==> src/rtl/rstseq_pkg.sv <==
// Shared types and cause-bit positions for the reset sequencer.
// Assumes: cause register is three bits wide, one bit per reset cause.
package rstseq_pkg;
    localparam int CAUSE_W   = 3;
    localparam int CAUSE_POR = 0;
    localparam int CAUSE_EXT = 1;
    localparam int CAUSE_INT = 2;

    typedef enum logic [2:0] {
        ST_RUN    = 3'd0,
        ST_DRIVE  = 3'd1,
        ST_SETTLE = 3'd2,
        ST_WAITHI = 3'd3,
        ST_DEBUG  = 3'd4
    } seq_state_e;
endpackage

==> src/rtl/rstseq_sync.sv <==
// Two-flop synchroniser for a vector of independent pad levels.
// Assumes: each bit is a slow level; per-bit reset values come from RST_VAL.
module rstseq_sync #(
    parameter int             W       = 2,
    parameter logic [W-1:0]   RST_VAL = '1
) (
    input  logic         clk,
    input  logic         rst_n,
    input  logic [W-1:0] d_i,
    output logic [W-1:0] q_o
);
    generate
        for (genvar b = 0; b < W; b++) begin : g_bit
            logic meta_q;
            logic stab_q;
            // Two-stage capture of one pad level.
            always_ff @(posedge clk) begin
                if (!rst_n) begin
                    meta_q <= RST_VAL[b];
                    stab_q <= RST_VAL[b];
                end else begin
                    meta_q <= d_i[b];
                    stab_q <= meta_q;
                end
            end
            assign q_o[b] = stab_q;
        end
    endgenerate
endmodule

==> src/rtl/rstseq_status.sv <==
// Cause register: sticky bits set by the sequencer, cleared by writing ones.
// Assumes: set and clear arrive as single-cycle strobes; set wins over clear.
module rstseq_status
    import rstseq_pkg::*;
(
    input  logic               clk,
    input  logic               rst_n,
    input  logic [CAUSE_W-1:0] set_i,
    input  logic [CAUSE_W-1:0] clr_i,
    output logic [CAUSE_W-1:0] sts_o
);
    logic [CAUSE_W-1:0] sts_q;

    // Update sticky cause bits.
    always_ff @(posedge clk) begin
        if (!rst_n) sts_q <= '0;
        else        sts_q <= (sts_q & ~clr_i) | set_i;
    end

    assign sts_o = sts_q;


    clear_takes_chk: assert property (@(posedge clk) disable iff (!rst_n)
        (|(clr_i & ~set_i)) |=> ((sts_q & $past(clr_i & ~set_i)) == '0));


    set_wins_chk: assert property (@(posedge clk) disable iff (!rst_n)
        (|set_i) |=> ((sts_q & $past(set_i)) == $past(set_i)));
endmodule

==> src/rtl/rstseq_fsm.sv <==
// Reset phase controller: pull-down, settle, classify, debug-halt or fetch.
// Assumes: pad inputs are already synchronised; SETTLE_CYC covers the pull-up
// rise time plus the two synchroniser stages (at least 3).
module rstseq_fsm
    import rstseq_pkg::*;
#(
    parameter int DRIVE_CYC  = 8,
    parameter int SETTLE_CYC = 4
) (
    input  logic               clk,
    input  logic               rst_n,
    input  logic               por_i,
    input  logic               ireq_i,
    input  logic               pin_s_i,
    input  logic               bkgd_s_i,
    input  logic               dbg_exit_i,
    output logic               pd_o,
    output logic               dbg_o,
    output logic               fetch_o,
    output logic [CAUSE_W-1:0] cause_set_o
);
    localparam int CNT_MAX = (DRIVE_CYC > SETTLE_CYC) ? DRIVE_CYC : SETTLE_CYC;
    localparam int CNT_W   = $clog2(CNT_MAX + 1);
    localparam logic [CNT_W-1:0] DRV_LAST = CNT_W'(DRIVE_CYC - 1);
    localparam logic [CNT_W-1:0] SET_LAST = CNT_W'(SETTLE_CYC - 1);

    seq_state_e         st_q, st_n;
    logic [CNT_W-1:0]   cnt_q, cnt_n;
    logic               pend_q, pend_n;
    logic               pd_q, dbg_q, fetch_q;
    logic               fetch_n;
    logic [CAUSE_W-1:0] set_n;

    // Next-state, counter, pending flag and cause strobes.
    always_comb begin
        st_n    = st_q;
        cnt_n   = cnt_q;
        pend_n  = pend_q;
        fetch_n = 1'b0;
        set_n   = '0;
        if (por_i || ireq_i) begin
            st_n  = ST_DRIVE;
            cnt_n = '0;
            if (por_i)  pend_n = 1'b1;
            if (ireq_i) set_n[CAUSE_INT] = 1'b1;
        end else begin
            unique case (st_q)
                ST_RUN: begin
                    if (!pin_s_i) begin
                        st_n  = ST_DRIVE;
                        cnt_n = '0;
                        set_n[CAUSE_EXT] = 1'b1;
                    end
                end
                ST_DRIVE: begin
                    if (cnt_q == DRV_LAST) begin
                        st_n  = ST_SETTLE;
                        cnt_n = '0;
                    end else begin
                        cnt_n = cnt_q + 1'b1;
                    end
                end
                ST_SETTLE: begin
                    if (cnt_q != SET_LAST) begin
                        cnt_n = cnt_q + 1'b1;
                    end else if (!pin_s_i) begin
                        st_n   = ST_WAITHI;
                        pend_n = 1'b0;
                        set_n[CAUSE_EXT] = 1'b1;
                    end else if (pend_q) begin
                        pend_n = 1'b0;
                        set_n[CAUSE_POR] = 1'b1;
                        if (!bkgd_s_i) begin
                            st_n = ST_DEBUG;
                        end else begin
                            st_n    = ST_RUN;
                            fetch_n = 1'b1;
                        end
                    end else begin
                        st_n    = ST_RUN;
                        fetch_n = 1'b1;
                    end
                end
                ST_WAITHI: begin
                    if (pin_s_i) begin
                        st_n    = ST_RUN;
                        fetch_n = 1'b1;
                    end
                end
                ST_DEBUG: begin
                    if (dbg_exit_i) begin
                        st_n    = ST_RUN;
                        fetch_n = 1'b1;
                    end else if (!pin_s_i) begin
                        st_n  = ST_DRIVE;
                        cnt_n = '0;
                        set_n[CAUSE_EXT] = 1'b1;
                    end
                end
                default: st_n = ST_RUN;
            endcase
        end
    end

    // State registers and registered pad/mode outputs.
    always_ff @(posedge clk) begin
        if (!rst_n) begin
            st_q    <= ST_RUN;
            cnt_q   <= '0;
            pend_q  <= 1'b0;
            pd_q    <= 1'b0;
            dbg_q   <= 1'b0;
            fetch_q <= 1'b0;
        end else begin
            st_q    <= st_n;
            cnt_q   <= cnt_n;
            pend_q  <= pend_n;
            pd_q    <= (st_n == ST_DRIVE);
            dbg_q   <= (st_n == ST_DEBUG);
            fetch_q <= fetch_n;
        end
    end

    assign pd_o        = pd_q;
    assign dbg_o       = dbg_q;
    assign fetch_o     = fetch_q;
    assign cause_set_o = set_n;


    drive_len_chk: assert property (@(posedge clk) disable iff (!rst_n)
        $fell(pd_q) |-> ($past(cnt_q) == DRV_LAST));


    no_fetch_in_dbg_chk: assert property (@(posedge clk) disable iff (!rst_n)
        dbg_q |-> !fetch_q);


    fetch_single_chk: assert property (@(posedge clk) disable iff (!rst_n)
        fetch_q |=> !fetch_q);


    dbg_needs_por_chk: assert property (@(posedge clk) disable iff (!rst_n)
        $rose(dbg_q) |-> $past(pend_q));


    restart_chk: assert property (@(posedge clk) disable iff (!rst_n)
        (por_i || ireq_i) |=> (pd_q && cnt_q == '0));
endmodule

==> src/rtl/rst_sequencer.sv <==
// Top of the reset sequencer: pad synchronisers, phase controller, cause register.
// Assumes: rst_pin_i and bkgd_pin_i are asynchronous pad levels; the reset pad
// has a pull-up and idles high; por_pulse_i and int_req_i are synchronous pulses.
module rst_sequencer
    import rstseq_pkg::*;
#(
    parameter int DRIVE_CYC  = 8,
    parameter int SETTLE_CYC = 4
) (
    input  logic               clk,
    input  logic               rst_n,
    input  logic               por_pulse_i,
    input  logic               int_req_i,
    input  logic               rst_pin_i,
    input  logic               bkgd_pin_i,
    input  logic               dbg_exit_i,
    input  logic [CAUSE_W-1:0] sts_clr_i,
    output logic               rst_pd_en_o,
    output logic [CAUSE_W-1:0] sts_o,
    output logic               dbg_mode_o,
    output logic               fetch_o
);
    logic [1:0]         pads_s;
    logic [CAUSE_W-1:0] cause_set;

    rstseq_sync #(.W(2), .RST_VAL(2'b11)) u_sync (
        .clk   (clk),
        .rst_n (rst_n),
        .d_i   ({bkgd_pin_i, rst_pin_i}),
        .q_o   (pads_s)
    );

    rstseq_fsm #(.DRIVE_CYC(DRIVE_CYC), .SETTLE_CYC(SETTLE_CYC)) u_fsm (
        .clk         (clk),
        .rst_n       (rst_n),
        .por_i       (por_pulse_i),
        .ireq_i      (int_req_i),
        .pin_s_i     (pads_s[0]),
        .bkgd_s_i    (pads_s[1]),
        .dbg_exit_i  (dbg_exit_i),
        .pd_o        (rst_pd_en_o),
        .dbg_o       (dbg_mode_o),
        .fetch_o     (fetch_o),
        .cause_set_o (cause_set)
    );

    rstseq_status u_sts (
        .clk   (clk),
        .rst_n (rst_n),
        .set_i (cause_set),
        .clr_i (sts_clr_i),
        .sts_o (sts_o)
    );
endmodule

==> config.mk <==
export PLATFORM = sky130hd
export DESIGN_NAME = rst_sequencer
export DESIGN_NICKNAME = d
export VERILOG_FILES = /design/src/rtl/rstseq_pkg.sv /design/src/rtl/rstseq_sync.sv /design/src/rtl/rstseq_status.sv /design/src/rtl/rstseq_fsm.sv /design/src/rtl/rst_sequencer.sv
export SDC_FILE = /design/constraint.sdc
export NUM_CORES = 1
export LEC_CHECK = 0
export ABC_AREA = 1
export CORE_MARGIN = 2
export CORE_UTILIZATION = 50
export CTS_CLUSTER_SIZE = 40
export DETAILED_ROUTE_END_ITERATION = 10
export HOLD_SLACK_MARGIN = 0.06
export MAX_ROUTING_LAYER = met4
export PLACE_DENSITY = 0.77
export SLEW_MARGIN = 20
export SYNTH_ARGS = -nofsm -noshare
export SYNTH_HDL_FRONTEND = slang
export SYNTH_SLANG_ARGS = --single-unit
==> constraint.sdc <==
create_clock -name clk -period 1.6 [get_ports clk]
set_input_delay 0.24 -clock clk [delete_from_list [all_inputs] [get_ports clk]]
set_output_delay 0.24 -clock clk [all_outputs]
set_load 0.01 [all_outputs]
==> load_flow_metrics.sql <==
INSERT INTO impl_metrics (metric_group, metric, value, unit) VALUES
('synth', 'postSynthAreaPerCell', '6.61', 'um2'),
('final_layout', 'layout.cells.most_common', 'sky130_fd_sc_hd__nand2_1', ''),
('floorplan', 'die_w', '46.2', 'um'),
('route', 'drt-initial-drc-count', '20', ''),
('final_layout', 'fill_cells', '160', ''),
('final_layout', 'most-common-layout-cells', '31 x sky130_fd_sc_hd__nand2_1, 23 x sky130_fd_sc_hd__nor2_1, 18 x sky130_fd_sc_hd__dfxtp_1', ''),
('synth', 'synth_warnings', '0', ''),
('final_layout', 'area_growth', '24.5', '%'),
('critical_path', 'crit_path_end_kind', 'register', ''),
('clock_tree', 'tritoncts_clock_tree', 'done', ''),
('timing', 'finalSetupViolations', '0', ''),
('route', 'routed_wirelength', '1990', 'um'),
('pwr', 'power_frac_clock', '32.3', '%'),
('critical_path', 'critical_path_arrival', '1.63', 'ns'),
('timing', 'report.final.hold_viol_count', '0', ''),
('grt', 'grt.total_usage', '22.7', '%'),
('place', 'buffer_ports.inserted', '15', ''),
('critical_path', 'regToRegSetupSlack', '0.15', 'ns'),
('pwr', 'worst_case_vdd_ir_drop', '0.647', 'mV'),
('synth', 'postSynthRegisterBits', '18', ''),
('critical_path', 'worst_setup_path_endpoint', 'u_fsm.pd_o$_SDFF_PN0_', ''),
('pwr', 'power.leakage', '0.475', 'nW'),
('clock_tree', 'clkTransAtPathRegs', '0.09', 'ns'),
('final_layout', 'final_nets', '165', ''),
('floorplan', 'design.core.area', '0.00171', 'mm2'),
('critical_path', 'crit_required', '1.78', 'ns'),
('timing', 'worst_clock_skew', '0.00108', 'ns'),
('status', 'run_status', 'finished clean', ''),
('floorplan', 'fp-row-count', '15', ''),
('floorplan', 'initial_utilization', '52.2', '%'),
('final_layout', 'antennaDiodeCount', '0', ''),
('clock_tree', 'cts_inserted_buffers', '3', ''),
('synth', 'synth_area', '892', 'um2'),
('route', 'drt-wirelength-per-cell', '11.2', 'um'),
('pwr', 'power_switching', '190', 'uW'),
('timing', 'grt_setup_unrepaired', 'no', ''),
('pwr', 'power_density_over_cell_area', '752', 'mW/mm2'),
('route', 'drc', '0', ''),
('timing', 'maxSlewHeadroom', '76.8', '%'),
('pwr', 'switching_share', '22.7', '%'),
('synth', 'yosysTopAreaCell', 'sky130_fd_sc_hd__dfxtp_1', ''),
('timing', 'setup-tns-final', '0', 'ns'),
('critical_path', 'timing.reg2reg.worst_path_depth', '8', ''),
('grt', 'total_global_routing_overflow', '0', ''),
('grt', 'first_pass_grt_wire_length', '3310', 'um'),
('place', 'detailedPlacementHpwl', '1560', 'um'),
('critical_path', 'setup.worst_path.class', 'register to register', ''),
('synth', 'synth_top_cell_area_share', '40.4', '%'),
('pwr', 'power.share.combinational', '11.3', '%'),
('floorplan', 'dieArea', '0.00214', 'mm2'),
('final_layout', 'layout-drive-gt1-share', '11.8', '%'),
('synth', 'synthesized_netlist_net_count', '146', ''),
('clock_tree', 'cts_htree_levels', '1', ''),
('place', 'minimum_setup_slack_after_placement', '0.122', 'ns'),
('route', 'drtPass1Iterations', '5', ''),
('critical_path', 'worstReg2RegStart', 'u_fsm.cnt_q[1]$_SDFFE_PP0P_', ''),
('timing', 'timing.final.max_slew_violations', '0', ''),
('synth', 'dominant_cells_by_area_after_synthesis', 'sky130_fd_sc_hd__dfxtp_1 40%, sky130_fd_sc_hd__nand2_1 13%, sky130_fd_sc_hd__nor2_1 9.7%', ''),
('grt', 'maximum_number_of_pins_on_one_net_before_global_route_repair', '12', ''),
('critical_path', 'reg2reg_to', 'u_fsm.pd_o$_SDFF_PN0_', ''),
('clock_tree', 'clockBufferDepth', '2', ''),
('critical_path', 'crit_path_max_fo', '5', ''),
('clock_tree', 'cts.root.buffer_cell', 'sky130_fd_sc_hd__clkbuf_4', ''),
('route', 'vias', '926', ''),
('grt', 'number_of_antenna_violations_at_the_first_check_in_global_routing', '0', ''),
('place', 'place_congestion', '0.888', ''),
('synth', 'synth_sequential_area_ratio', '40.4', '%'),
('pwr', 'intPower', '646', 'uW'),
('pwr', 'seqPwrFrac', '56.4', '%'),
('floorplan', 'design.portCount', '16', ''),
('flow_run', 'cap_viol_max_count', '0', '');
## worst max-delay path, stage by stage (launching register included)
cell and delay, ns:
sky130_fd_sc_hd__dfxtp_1 0.39, sky130_fd_sc_hd__ha_2 0.24, sky130_fd_sc_hd__nand3_1 0.17, sky130_fd_sc_hd__nand2_1 0.14, sky130_fd_sc_hd__nand2_1 0.06, sky130_fd_sc_hd__nor2_1 0.10
sky130_fd_sc_hd__nand3_1 0.12, sky130_fd_sc_hd__nand2_1 0.08, sky130_fd_sc_hd__nor2_1 0.04
## Yosys cell counts (all sizes together)
cell type	number
a21oi	9
a31oi	1
buf	1
clkbuf	1
dfxtp	18
ha	1
inv	15
nand2	33
nand3	15
nand4	4
nor2	25
nor3	2
o21ai	4
or2	5
xnor2	1
## area by class of cell
class | instances | area, um2 | area share, %
Sequential cell | 18 | 360 | 32.4
Clock buffer | 4 | 36.3 | 3.27
Timing Repair Buffer | 16 | 158 | 14.2
Multi-Input combinational cell | 100 | 469 | 42.2
Tap cell | 25 | 31.3 | 2.82
Inverter | 15 | 56.3 | 5.07
## repair_timing
item	CTS	global route
resized for setup	0	1
endpoints found under the setup margin	0	2
hold buffers	0	0
setup buffers	0	0
## worst min-delay path by stage
| stage | start | end | slack, ns | depth (start not counted) |
|---|---|---|---|---|
| 5_1_grt | u_sync.g_bit[1].meta_q$_SDFF_PN1_ | u_sync.g_bit[1].stab_q$_SDFF_PN1_ | 0.44 | 1 |
| 4_1_cts | u_sync.g_bit[0].meta_q$_SDFF_PN1_ | u_sync.g_bit[0].stab_q$_SDFF_PN1_ | 0.43 | 1 |
| 3_5_place_dp | u_sync.g_bit[0].meta_q$_SDFF_PN1_ | u_sync.g_bit[0].stab_q$_SDFF_PN1_ | 0.40 | 1 |
| 6_report | u_sync.g_bit[0].meta_q$_SDFF_PN1_ | u_sync.g_bit[0].stab_q$_SDFF_PN1_ | 0.43 | 1 |
| 2_1_floorplan | rst_n | u_fsm.st_q[0]$_SDFF_PN0_ | 0.34 | 2 |
| 3_3_place_gp | u_sync.g_bit[1].meta_q$_SDFF_PN1_ | u_sync.g_bit[1].stab_q$_SDFF_PN1_ | 0.39 | 1 |
## logic make-up after synthesis
group           Yosys count  synth area share, %
simple gates             84                 41.9
flops                    18                 40.4
buf+inv                  17                 7.29
compound gates           14                 7.99
xor+xnor                  1                0.982
fa+ha+maj                 1                 1.40
## metal layers
layer,vias up,track usage (%),routed length (um)
met1,423,28.2,879
met5,-,-,0
li1,472,-,-
met2,26,36.4,975
met4,0,10.9,38
met3,5,2.35,93
## through the flow
stage	cell area [um2]	power, mW	utilization (%)	std cells	hold WS [ns]
after global routing	1110	0.869	65.1	178	0.438
after CTS	1110	0.844	64.9	178	0.432
after global placement	1070	0.573	62.8	174	0.395
after detailed placement	1070	0.575	62.8	174	0.401
after floorplan	892	0.532	-	135	0.338
final	1110	0.836	65.1	178	0.431
## power groups by stage
stage | Sequential, mW | Combinational, mW | Clock, mW
finish | 0.471 | 0.0943 | 0.270
global route | 0.474 | 0.105 | 0.290
CTS | 0.472 | 0.0944 | 0.278
detailed placement | 0.482 | 0.0931 | 0
global placement | 0.481 | 0.0915 | 0
floorplan | 0.480 | 0.0529 | 0
## state kept, by name, summed over array words and instances, names as in the netlist
register and flops:
u_sync.g_bit.meta_q 2, u_fsm.fetch_o 1, u_fsm.pd_o 1, u_fsm.cnt_q 4
u_fsm.st_q 3, u_sync.g_bit.stab_q 2, u_fsm.dbg_o 1, u_sts.sts_o 3
u_fsm.pend_q 1
Note: power is estimated with default switching activity, not from simulation.
